<file path="config.mk">
export PLATFORM = sky130hd
export DESIGN_NAME = ddr_burst_colseq
export DESIGN_NICKNAME = d
export VERILOG_FILES = /design/src/rtl/ddr_colseq_pkg.sv /design/src/rtl/colseq_mode_reg.sv /design/src/rtl/colseq_addr_gen.sv /design/src/rtl/colseq_ctrl.sv /design/src/rtl/ddr_burst_colseq.sv
export SDC_FILE = /design/constraint.sdc
export NUM_CORES = 1
export LEC_CHECK = 0
export BUFFER_PORTS_ARGS = -buffer_cell sky130_fd_sc_hd__buf_2
export CORE_MARGIN = 3
export CORE_UTILIZATION = 40
export DETAILED_ROUTE_END_ITERATION = 12
export GPL_TIMING_DRIVEN = 0
export PLACE_DENSITY = 0.66
export SLEW_MARGIN = 10
export SYNTH_ARGS = -nofsm -noshare
export SYNTH_HDL_FRONTEND = slang
export SYNTH_HIERARCHICAL = 1
export SYNTH_SLANG_ARGS = --single-unit
</file>
<file path="constraint.sdc">
create_clock -name clk -period 1.95 [get_ports clk]
set_input_delay 0.0975 -clock clk [delete_from_list [all_inputs] [get_ports clk]]
set_output_delay 0.0975 -clock clk [all_outputs]
set_load 0.01 [all_outputs]
</file>
<file path="src/rtl/ddr_colseq_pkg.sv">
package ddr_colseq_pkg;
  typedef enum logic {ORD_SEQ = 1'b0, ORD_XOR = 1'b1} order_e;

  typedef struct packed {
    logic [1:0] len_log;  // log2 of burst length: 1, 2 or 3
    order_e     order;
  } burst_mode_t;

  localparam int MODE_W = 4;
  localparam int LEN_LOG_W = 2;
endpackage

</file>
<file path="src/rtl/colseq_mode_reg.sv">
module colseq_mode_reg
  import ddr_colseq_pkg::*;
(
  input  logic              clk,
  input  logic              rst_n,
  input  logic              mode_wr,
  input  logic [MODE_W-1:0] mode_word,
  output burst_mode_t       mode_q,
  output logic              illegal_q
);
  logic                 code_ok;
  logic [LEN_LOG_W-1:0] dec_log;

  always_comb begin
    code_ok = 1'b1;
    dec_log = 2'd1;
    case (mode_word[2:0])
      3'd1:    dec_log = 2'd1;
      3'd2:    dec_log = 2'd2;
      3'd3:    dec_log = 2'd3;
      default: code_ok = 1'b0;
    endcase
  end

  always_ff @(posedge clk) begin
    if (!rst_n) begin
      mode_q    <= '{len_log: 2'd1, order: ORD_SEQ};
      illegal_q <= 1'b0;
    end else begin
      illegal_q <= mode_wr & ~code_ok;
      if (mode_wr && code_ok)
        mode_q <= '{len_log: dec_log, order: order_e'(mode_word[3])};
    end
  end
endmodule

</file>
<file path="src/rtl/colseq_addr_gen.sv">
module colseq_addr_gen
  import ddr_colseq_pkg::*;
#(
  parameter int COL_W = 8,
  parameter int IDX_W = 3
) (
  input  logic [COL_W-1:0]     start_col,
  input  logic [IDX_W-2:0]     pair_idx,
  input  logic [LEN_LOG_W-1:0] len_log,
  input  order_e               order,
  output logic [COL_W-1:0]     col_even,
  output logic [COL_W-1:0]     col_odd
);
  logic [COL_W-1:0] lane_col [2];

  for (genvar ln = 0; ln < 2; ln++) begin : g_lane
    logic [IDX_W-1:0] beat;
    logic [COL_W-1:0] mask, low;
    always_comb begin
      beat = {pair_idx, 1'(ln)};
      mask = (COL_W'(1) << len_log) - COL_W'(1);
      low  = (order == ORD_XOR) ? (start_col ^ COL_W'(beat))
                                : (start_col + COL_W'(beat));
      lane_col[ln] = (start_col & ~mask) | (low & mask);
    end
  end

  assign col_even = lane_col[0];
  assign col_odd  = lane_col[1];
endmodule

</file>
<file path="src/rtl/colseq_ctrl.sv">
module colseq_ctrl
  import ddr_colseq_pkg::*;
#(
  parameter int PIDX_W = 2
) (
  input  logic                 clk,
  input  logic                 rst_n,
  input  logic                 cmd_valid,
  input  logic                 cmd_wr,
  input  logic                 stop_req,
  input  logic                 out_ready,
  input  logic [LEN_LOG_W-1:0] len_log,
  output logic                 cmd_ready,
  output logic                 load,
  output logic                 out_valid,
  output logic [PIDX_W-1:0]    pair_idx,
  output logic                 burst_wr,
  output logic                 done
);
  logic              busy_q;
  logic [PIDX_W-1:0] pair_q;
  logic [PIDX_W-1:0] last_idx;
  logic              fire, stop_ok;

  always_comb last_idx = PIDX_W'((32'd1 << (len_log - 2'd1)) - 32'd1);

  assign cmd_ready = ~busy_q;
  assign load      = cmd_valid & ~busy_q;
  assign out_valid = busy_q;
  assign pair_idx  = pair_q;
  assign fire      = busy_q & out_ready;
  assign stop_ok   = busy_q & stop_req & ~burst_wr;
  assign done      = (fire && pair_q == last_idx) | stop_ok;

  always_ff @(posedge clk) begin
    if (!rst_n) begin
      busy_q   <= 1'b0;
      pair_q   <= '0;
      burst_wr <= 1'b0;
    end else if (load) begin
      busy_q   <= 1'b1;
      pair_q   <= '0;
      burst_wr <= cmd_wr;
    end else if (done) begin
      busy_q   <= 1'b0;
    end else if (fire) begin
      pair_q   <= pair_q + PIDX_W'(1);
    end
  end
endmodule

</file>
<file path="src/rtl/ddr_burst_colseq.sv">
module ddr_burst_colseq
  import ddr_colseq_pkg::*;
#(
  parameter int COL_W  = 8,
  parameter int BANK_W = 2,
  parameter int MAX_BL = 8
) (
  input  logic              clk,
  input  logic              rst_n,
  input  logic              mode_wr,
  input  logic [MODE_W-1:0] mode_word,
  output logic              mode_illegal,
  input  logic              cmd_valid,
  output logic              cmd_ready,
  input  logic [COL_W-1:0]  cmd_col,
  input  logic [BANK_W-1:0] cmd_bank,
  input  logic              cmd_write,
  input  logic              stop_req,
  output logic              out_valid,
  input  logic              out_ready,
  output logic [COL_W-1:0]  out_col_even,
  output logic [COL_W-1:0]  out_col_odd,
  output logic [BANK_W-1:0] out_bank,
  output logic              done
);
  localparam int IDX_W  = $clog2(MAX_BL);
  localparam int PIDX_W = IDX_W - 1;

  burst_mode_t       mode_q, mode_b;
  logic [COL_W-1:0]  col_q;
  logic [BANK_W-1:0] bank_q;
  logic              load, burst_wr;
  logic [PIDX_W-1:0] pair_idx;

  colseq_mode_reg u_mode (
    .clk(clk), .rst_n(rst_n), .mode_wr(mode_wr), .mode_word(mode_word),
    .mode_q(mode_q), .illegal_q(mode_illegal)
  );

  always_ff @(posedge clk) begin
    if (!rst_n) begin
      col_q  <= '0;
      bank_q <= '0;
      mode_b <= '{len_log: 2'd1, order: ORD_SEQ};
    end else if (load) begin
      col_q  <= cmd_col;
      bank_q <= cmd_bank;
      mode_b <= mode_q;
    end
  end

  colseq_ctrl #(.PIDX_W(PIDX_W)) u_ctrl (
    .clk(clk), .rst_n(rst_n), .cmd_valid(cmd_valid), .cmd_wr(cmd_write),
    .stop_req(stop_req), .out_ready(out_ready), .len_log(mode_b.len_log),
    .cmd_ready(cmd_ready), .load(load), .out_valid(out_valid),
    .pair_idx(pair_idx), .burst_wr(burst_wr), .done(done)
  );

  colseq_addr_gen #(.COL_W(COL_W), .IDX_W(IDX_W)) u_addr (
    .start_col(col_q), .pair_idx(pair_idx), .len_log(mode_b.len_log),
    .order(mode_b.order), .col_even(out_col_even), .col_odd(out_col_odd)
  );

  assign out_bank = bank_q;
endmodule

</file>
## Word-level counts from Yosys, hierarchy flattened

Cells that the tools add are included.

- Logic and storage cells: 53
- Register bits: 21

- Equal/unequal tests: 4
- Reduce and logical (&&, ||, !) cells: 6
- Shift-type cells: 2
- Bitwise gates (word level): 19
- Add/sub/neg operators: 6
- Multiplexer cells: 6

Operator list:

| cell | number |
|---|---|
| 8-bit bitwise AND | 3 |
| 8-bit by 3-bit adder with 8-bit output | 2 |
| 8-bit two-way mux | 2 |
| 8-bit bitwise OR | 2 |
| 8-bit by 3-bit XOR with 8-bit output | 2 |
| 8-bit inverter | 1 |
| 1-bit by 2-bit left shift with 8-bit output (first input constant) | 1 |
| 8-bit by 2-bit subtractor with 8-bit output (second input constant) | 1 |
| 3-bit by 2-bit equality test with 1-bit output (second input constant) | 2 |
| 1-bit bitwise AND | 5 |
| 1-bit inverter | 5 |
| 2-bit case mux with 2 select lines | 1 |
| 2-bit by 1-bit subtractor with 2-bit output (second input constant) | 2 |
| 3-bit by 1-bit equality test with 1-bit output (second input constant) | 1 |
| 1-bit two-way mux | 3 |
| 3-bit OR reduction | 1 |
| 2-bit by 1-bit adder with 2-bit output (second input constant) | 1 |
| 2-bit equality test | 1 |
| 1-bit logical AND | 2 |
| 2-bit AND reduction | 1 |
| 2-bit nonzero test | 1 |
| 2-bit OR reduction | 1 |
| 1-bit by 2-bit left shift with 2-bit output (first input constant) | 1 |
| 1-bit bitwise OR | 1 |

## Longest topological paths before layout

- Word-level depth: 8
- Depth in mapped cells: 5
- Gate-level depth less buffers: 5

## Cells and area by module

Netlist, hierarchy kept.

Modules (own cells, without submodules):

| module | seq. area each (sq um) | area each (sq um) | cells an instance | times used |
|---|---|---|---|---|
| ddr_burst_colseq | 260.2 | 504.2 | 42 | 1 |
| colseq_addr_gen | 0.0 | 311.5 | 42 | 1 |
| colseq_ctrl | 80.1 | 275.3 | 32 | 1 |
| colseq_mode_reg | 80.1 | 165.2 | 16 | 1 |

## Worst setup path before layout

OpenSTA, ideal clock, no wires.

- Kind: reg2out
- Start point: register u_ctrl.pair_q[0], in the netlist u_ctrl/pair_idx[0]
- End point: output out_col_odd[6]
- Cell stages (with the launch flop): 6
- Path buffers: 0
- Data arrival time: 1.400 ns
- Data required time: 1.852 ns
- Path slack: 0.452 ns
- Path through: dfxtp_1 -> inv_1 -> fa_1 -> nor2b_1 -> o2111ai_1 -> xnor2_1

- Word-level cells in the longest chain between the ends: 4

Ends and longest elaborated chain:

| item | RTL line | RTL |
|---|---|---|
| from (decl) | colseq_ctrl.sv:21 | `logic [PIDX_W-1:0] pair_q;` |
| from (signal assigned) | colseq_ctrl.sv:47 | `pair_q <= pair_q + PIDX_W'(1);` |
| 8-bit by 3-bit adder with 8-bit output | colseq_addr_gen.sv:23 | `: (start_col + COL_W'(beat));` |
| 8-bit two-way mux | colseq_addr_gen.sv:22 | `low = (order == ORD_XOR) ? (start_col ^ COL_W'(beat))` |
| 8-bit bitwise AND | colseq_addr_gen.sv:24 | `lane_col[ln] = (start_col & ~mask) \| (low & mask);` |
| 8-bit bitwise OR | colseq_addr_gen.sv:24 |  |
| to (decl) | ddr_burst_colseq.sv:22 | `output logic [COL_W-1:0] out_col_odd,` |

No other way between the ends.

## Final worst setup path

- Start point: register u_ctrl.pair_q[0], in the netlist u_ctrl/pair_idx[0]
- End point: output out_col_even[2]

- Word-level cells in the longest chain between the ends: 4

Ends and longest elaborated chain:

| item | RTL line | RTL |
|---|---|---|
| 8-bit by 3-bit adder with 8-bit output | colseq_addr_gen.sv:23 |  |
| 8-bit two-way mux | colseq_addr_gen.sv:22 |  |
| 8-bit bitwise AND | colseq_addr_gen.sv:24 |  |
| 8-bit bitwise OR | colseq_addr_gen.sv:24 |  |
| to (decl) | ddr_burst_colseq.sv:21 | `output logic [COL_W-1:0] out_col_even,` |

No other way between the ends.

==> flow_metrics.tcl <==
set metrics [dict create \
    outcome "finished, final reports clean" \
    synth.yosys.seq_area_share_pct 33.5 \
    p_sw_share_pct 27.9 \
    path_max_fanout 3 \
    die_h_um 62.0 \
    slew_viol_final 0 \
    p_leak_uw 0.000722 \
    antenna_found_initial 0 \
    internal_power_uw 644 \
    syn_avg_cell_area_um2 9.52 \
    grt_start_max_net_pins 14 \
    initial_core_util_pct 43.7 \
    tightestPinTransition_ns 0.371 \
    dp_hpwl_um 2060 \
    r2r_cells 5 \
    core_mm2 0.00288 \
    critPathKind "register to output pin" \
    area_delta_synth_final_pct 26.4 \
    grt_usage_pct 14.3 \
    placed_area_mm2 0.00152 \
    die_area_mm2 0.00385 \
    num_rows 19 \
    synth.most_common_cell "dfxtp_1" \
    clk_pin_slew_ns 0.11 \
    wirelength_um 2570 \
    ir_drop_mv 0.288 \
    rsz0062_at_grt "true" \
    skew_ns 0.00225 \
    finalPower_uw 893 \
    seqPwrFrac_pct 52.9 \
    fmax_mhz 552 \
    final_nets 208 \
    hold_depth 3 \
    cp-start-kind "register" \
    syn-instance-count 132 \
    netlist_area_mm2 0.00126 \
    async_flop_share_pct 0 \
    synth_edf_count 0 \
    r2r_start "mode_b[2]" \
    synthTopCellsByCount "dfxtp_1 (21), mux2i_1 (16), nor2b_1 (15), inv_1 (8), nand2_1 (8)" \
    yosys-top-cells-area "dfxtp_1 (33%), mux2i_1 (13%), nor2b_1 (7.5%), xnor2_1 (4.9%), ha_1 (4.0%)" \
    die_w_um 62.0 \
    cp.arrival_ns 1.71 \
    grt.overflow.total 0 \
    regToRegSetupSlack_ns 0.50 \
    ys_seq_elements 21 \
    vias_per_cell 4.62 \
    clockBufferDepth 2 \
    p_clk_share_pct 22.7 \
    setup.worst_path.start "u_ctrl/pair_idx[0]" \
    period_share_pct 92.9 \
    worstSkewPairLatency_ns 0.29 \
    synth_top_area_share_pct 33.5 \
    place_congestion 0.784 \
    finalHoldViolCount 0 \
    drc 0 \
    cts_tree "yes" \
    yosysUniqueCellTypes 39 \
    fin_crit_ns 1.81 \
    fin_area_mm2 0.00159 \
    drtIter0Drc 49 \
    ys.warnings.count 6 \
    r2r_end "u_ctrl/pair_idx[0]" \
    p_switching_uw 249 \
    grt_pass1_vias 958 \
    whs_ns 0.0369 \
    numCtsBuffers 3 \
    setup_viol_count_final 0 \
    worstPathRequired_ns 1.85 \
    num_vias 1025 \
    power_density_mw_per_mm2 562 \
    hold_end "u_mode/mode_q[0]" \
    cts_root_buf "clkbuf_4" \
    place_ws_ns 0.287 \
    synth_flop_cell "dfxtp_1" \
    antennaDiodeCount 0 \
    first_pass_iters 4 \
    max-slew-margin-rel_pct 75.1 \
    routedWlPerCell_um 11.6 \
    htree_levels 1 \
    synth_top_area_cell "dfxtp_1" \
    min_from "mode_word[3]" \
    clkSinkCount 21 \
    maxCapViolations 0 \
    grt_pass1_wl_um 4120 \
    portBuffers 42 \
    crit_path_end_kind "output pin" \
    boundaryPins 43 \
    fin_ws_ns 0.138 \
    min_path_type "primary input to register" \
    drtAntennaViolNets 0 \
    fillers 259 \
    comb_power_share_pct 24.4 \
    drive_gt1_share_pct 40.0 \
    synth_nets 159 \
]
-- per-stage QoR --
step / utilization [%] / instances / TNS [ns]
floorplan: - / 132 / 0
global placement: 52.8 / 216 / 0
detailed placement: 52.8 / 216 / 0
CTS: 53.9 / 220 / 0
global route: 55.2 / 222 / -0.00869
finish: 55.2 / 222 / 0
-- worst max-delay path by stage --
stage                      endpoint  slack (ns)  cells past startpoint
floorplan            out_col_odd[6]        0.45                      5
global placement     out_col_odd[6]        0.30                      6
detailed placement   out_col_odd[6]        0.29                      6
CTS                  out_col_odd[6]        0.02                      6
global route         out_col_odd[6]      -0.007                      6
finish              out_col_even[2]        0.14                      5
-- cells by family after synthesis --
kind of cell | share of synthesized area [%]
and+or+nand+nor | 22.3
DFF | 33.5
AOI/OAI and AO/OA | 10.9
buffers and inverters | 7.87
muxes | 12.7
xor gates and xnor gates | 5.58
adders and majority gates | 7.17
-- per-layer routing --
layer  track usage [%]  vias to the layer above  part of all wire, %  wire (µm)
li1                  -                      538                    -          -
met1              18.8                      465                   44       1130
met2              23.2                       20                   51       1300
met3              2.69                        2                  4.6        118
met4              5.45                        0                 0.66         17
met5                 0                        -                    0          0
-- power by group through the flow --
stage               clock network, µW  logic, µW  registers (µW)
detailed placement                  0        217             486
global placement                    0        210             484
floorplan                           0        139             483
finish                            203        218             472
global route                      236        243             478
CTS                               219        218             475
-- critical path: stages, from the launching register on --
cell,delay [ns]
dfxtp_4,0.37
ha_2,0.19
fa_1,0.49
mux2i_1,0.07
a31oi_1,0.15
buf_2,0.15
-- registers in the layout, indices dropped and copies added, names as in the netlist --
| register | flops |
|---|---|
| col_q | 8 |
| mode_b | 3 |
| out_bank | 2 |
| u_ctrl/burst_wr | 1 |
| u_ctrl/out_valid | 1 |
| u_ctrl/pair_idx | 2 |
| u_mode/illegal_q | 1 |
| u_mode/mode_q | 3 |
-- cell type report --
class,instances,area (µm²),area share [%]
multi-input cells,93,749,47.2
flip-flops and latches,21,435,27.4
repair buffers,44,225,14.2
plain buffers,10,68.8,4.33
well taps,42,52.6,3.31
inverters,8,30.0,1.89
clock buffers,4,26.3,1.65
-- placed cells by master, fill, tap and decap left out, drive strengths merged --
| cell | count |
|---|---|
| xnor2 | 7 |
| a211oi | 1 |
| o211a | 1 |
| and2b | 1 |
| nand3 | 3 |
| nor3b | 2 |
| a21boi | 1 |
| buf | 48 |
| o2111ai | 1 |
| o211ai | 2 |
| or2b | 1 |
| nand3b | 2 |
| nand2 | 8 |
| a21o | 2 |
| nand2b | 3 |
| nor2 | 3 |
| nor3 | 2 |
| fa | 2 |
| inv | 8 |
| a21oi | 3 |
| xor2 | 1 |
| or2 | 1 |
| a221oi | 1 |
| mux2i | 16 |
| a31oi | 3 |
| clkbuf | 10 |
| and2 | 2 |
| nand4 | 1 |
| ha | 4 |
| dfxtp | 21 |
| nor2b | 16 |
| o21ai | 3 |
-- timing repair --
item / in CTS / in global routing
setup endpoints to repair: 5 / 6
gates resized for setup: 3 / 11
hold buffers: 0 / 0
pin swaps: 0 / 4
cloned: 0 / 0
buffers inserted: 0 / 2
Note: power is estimated with default switching activity, not from simulation.
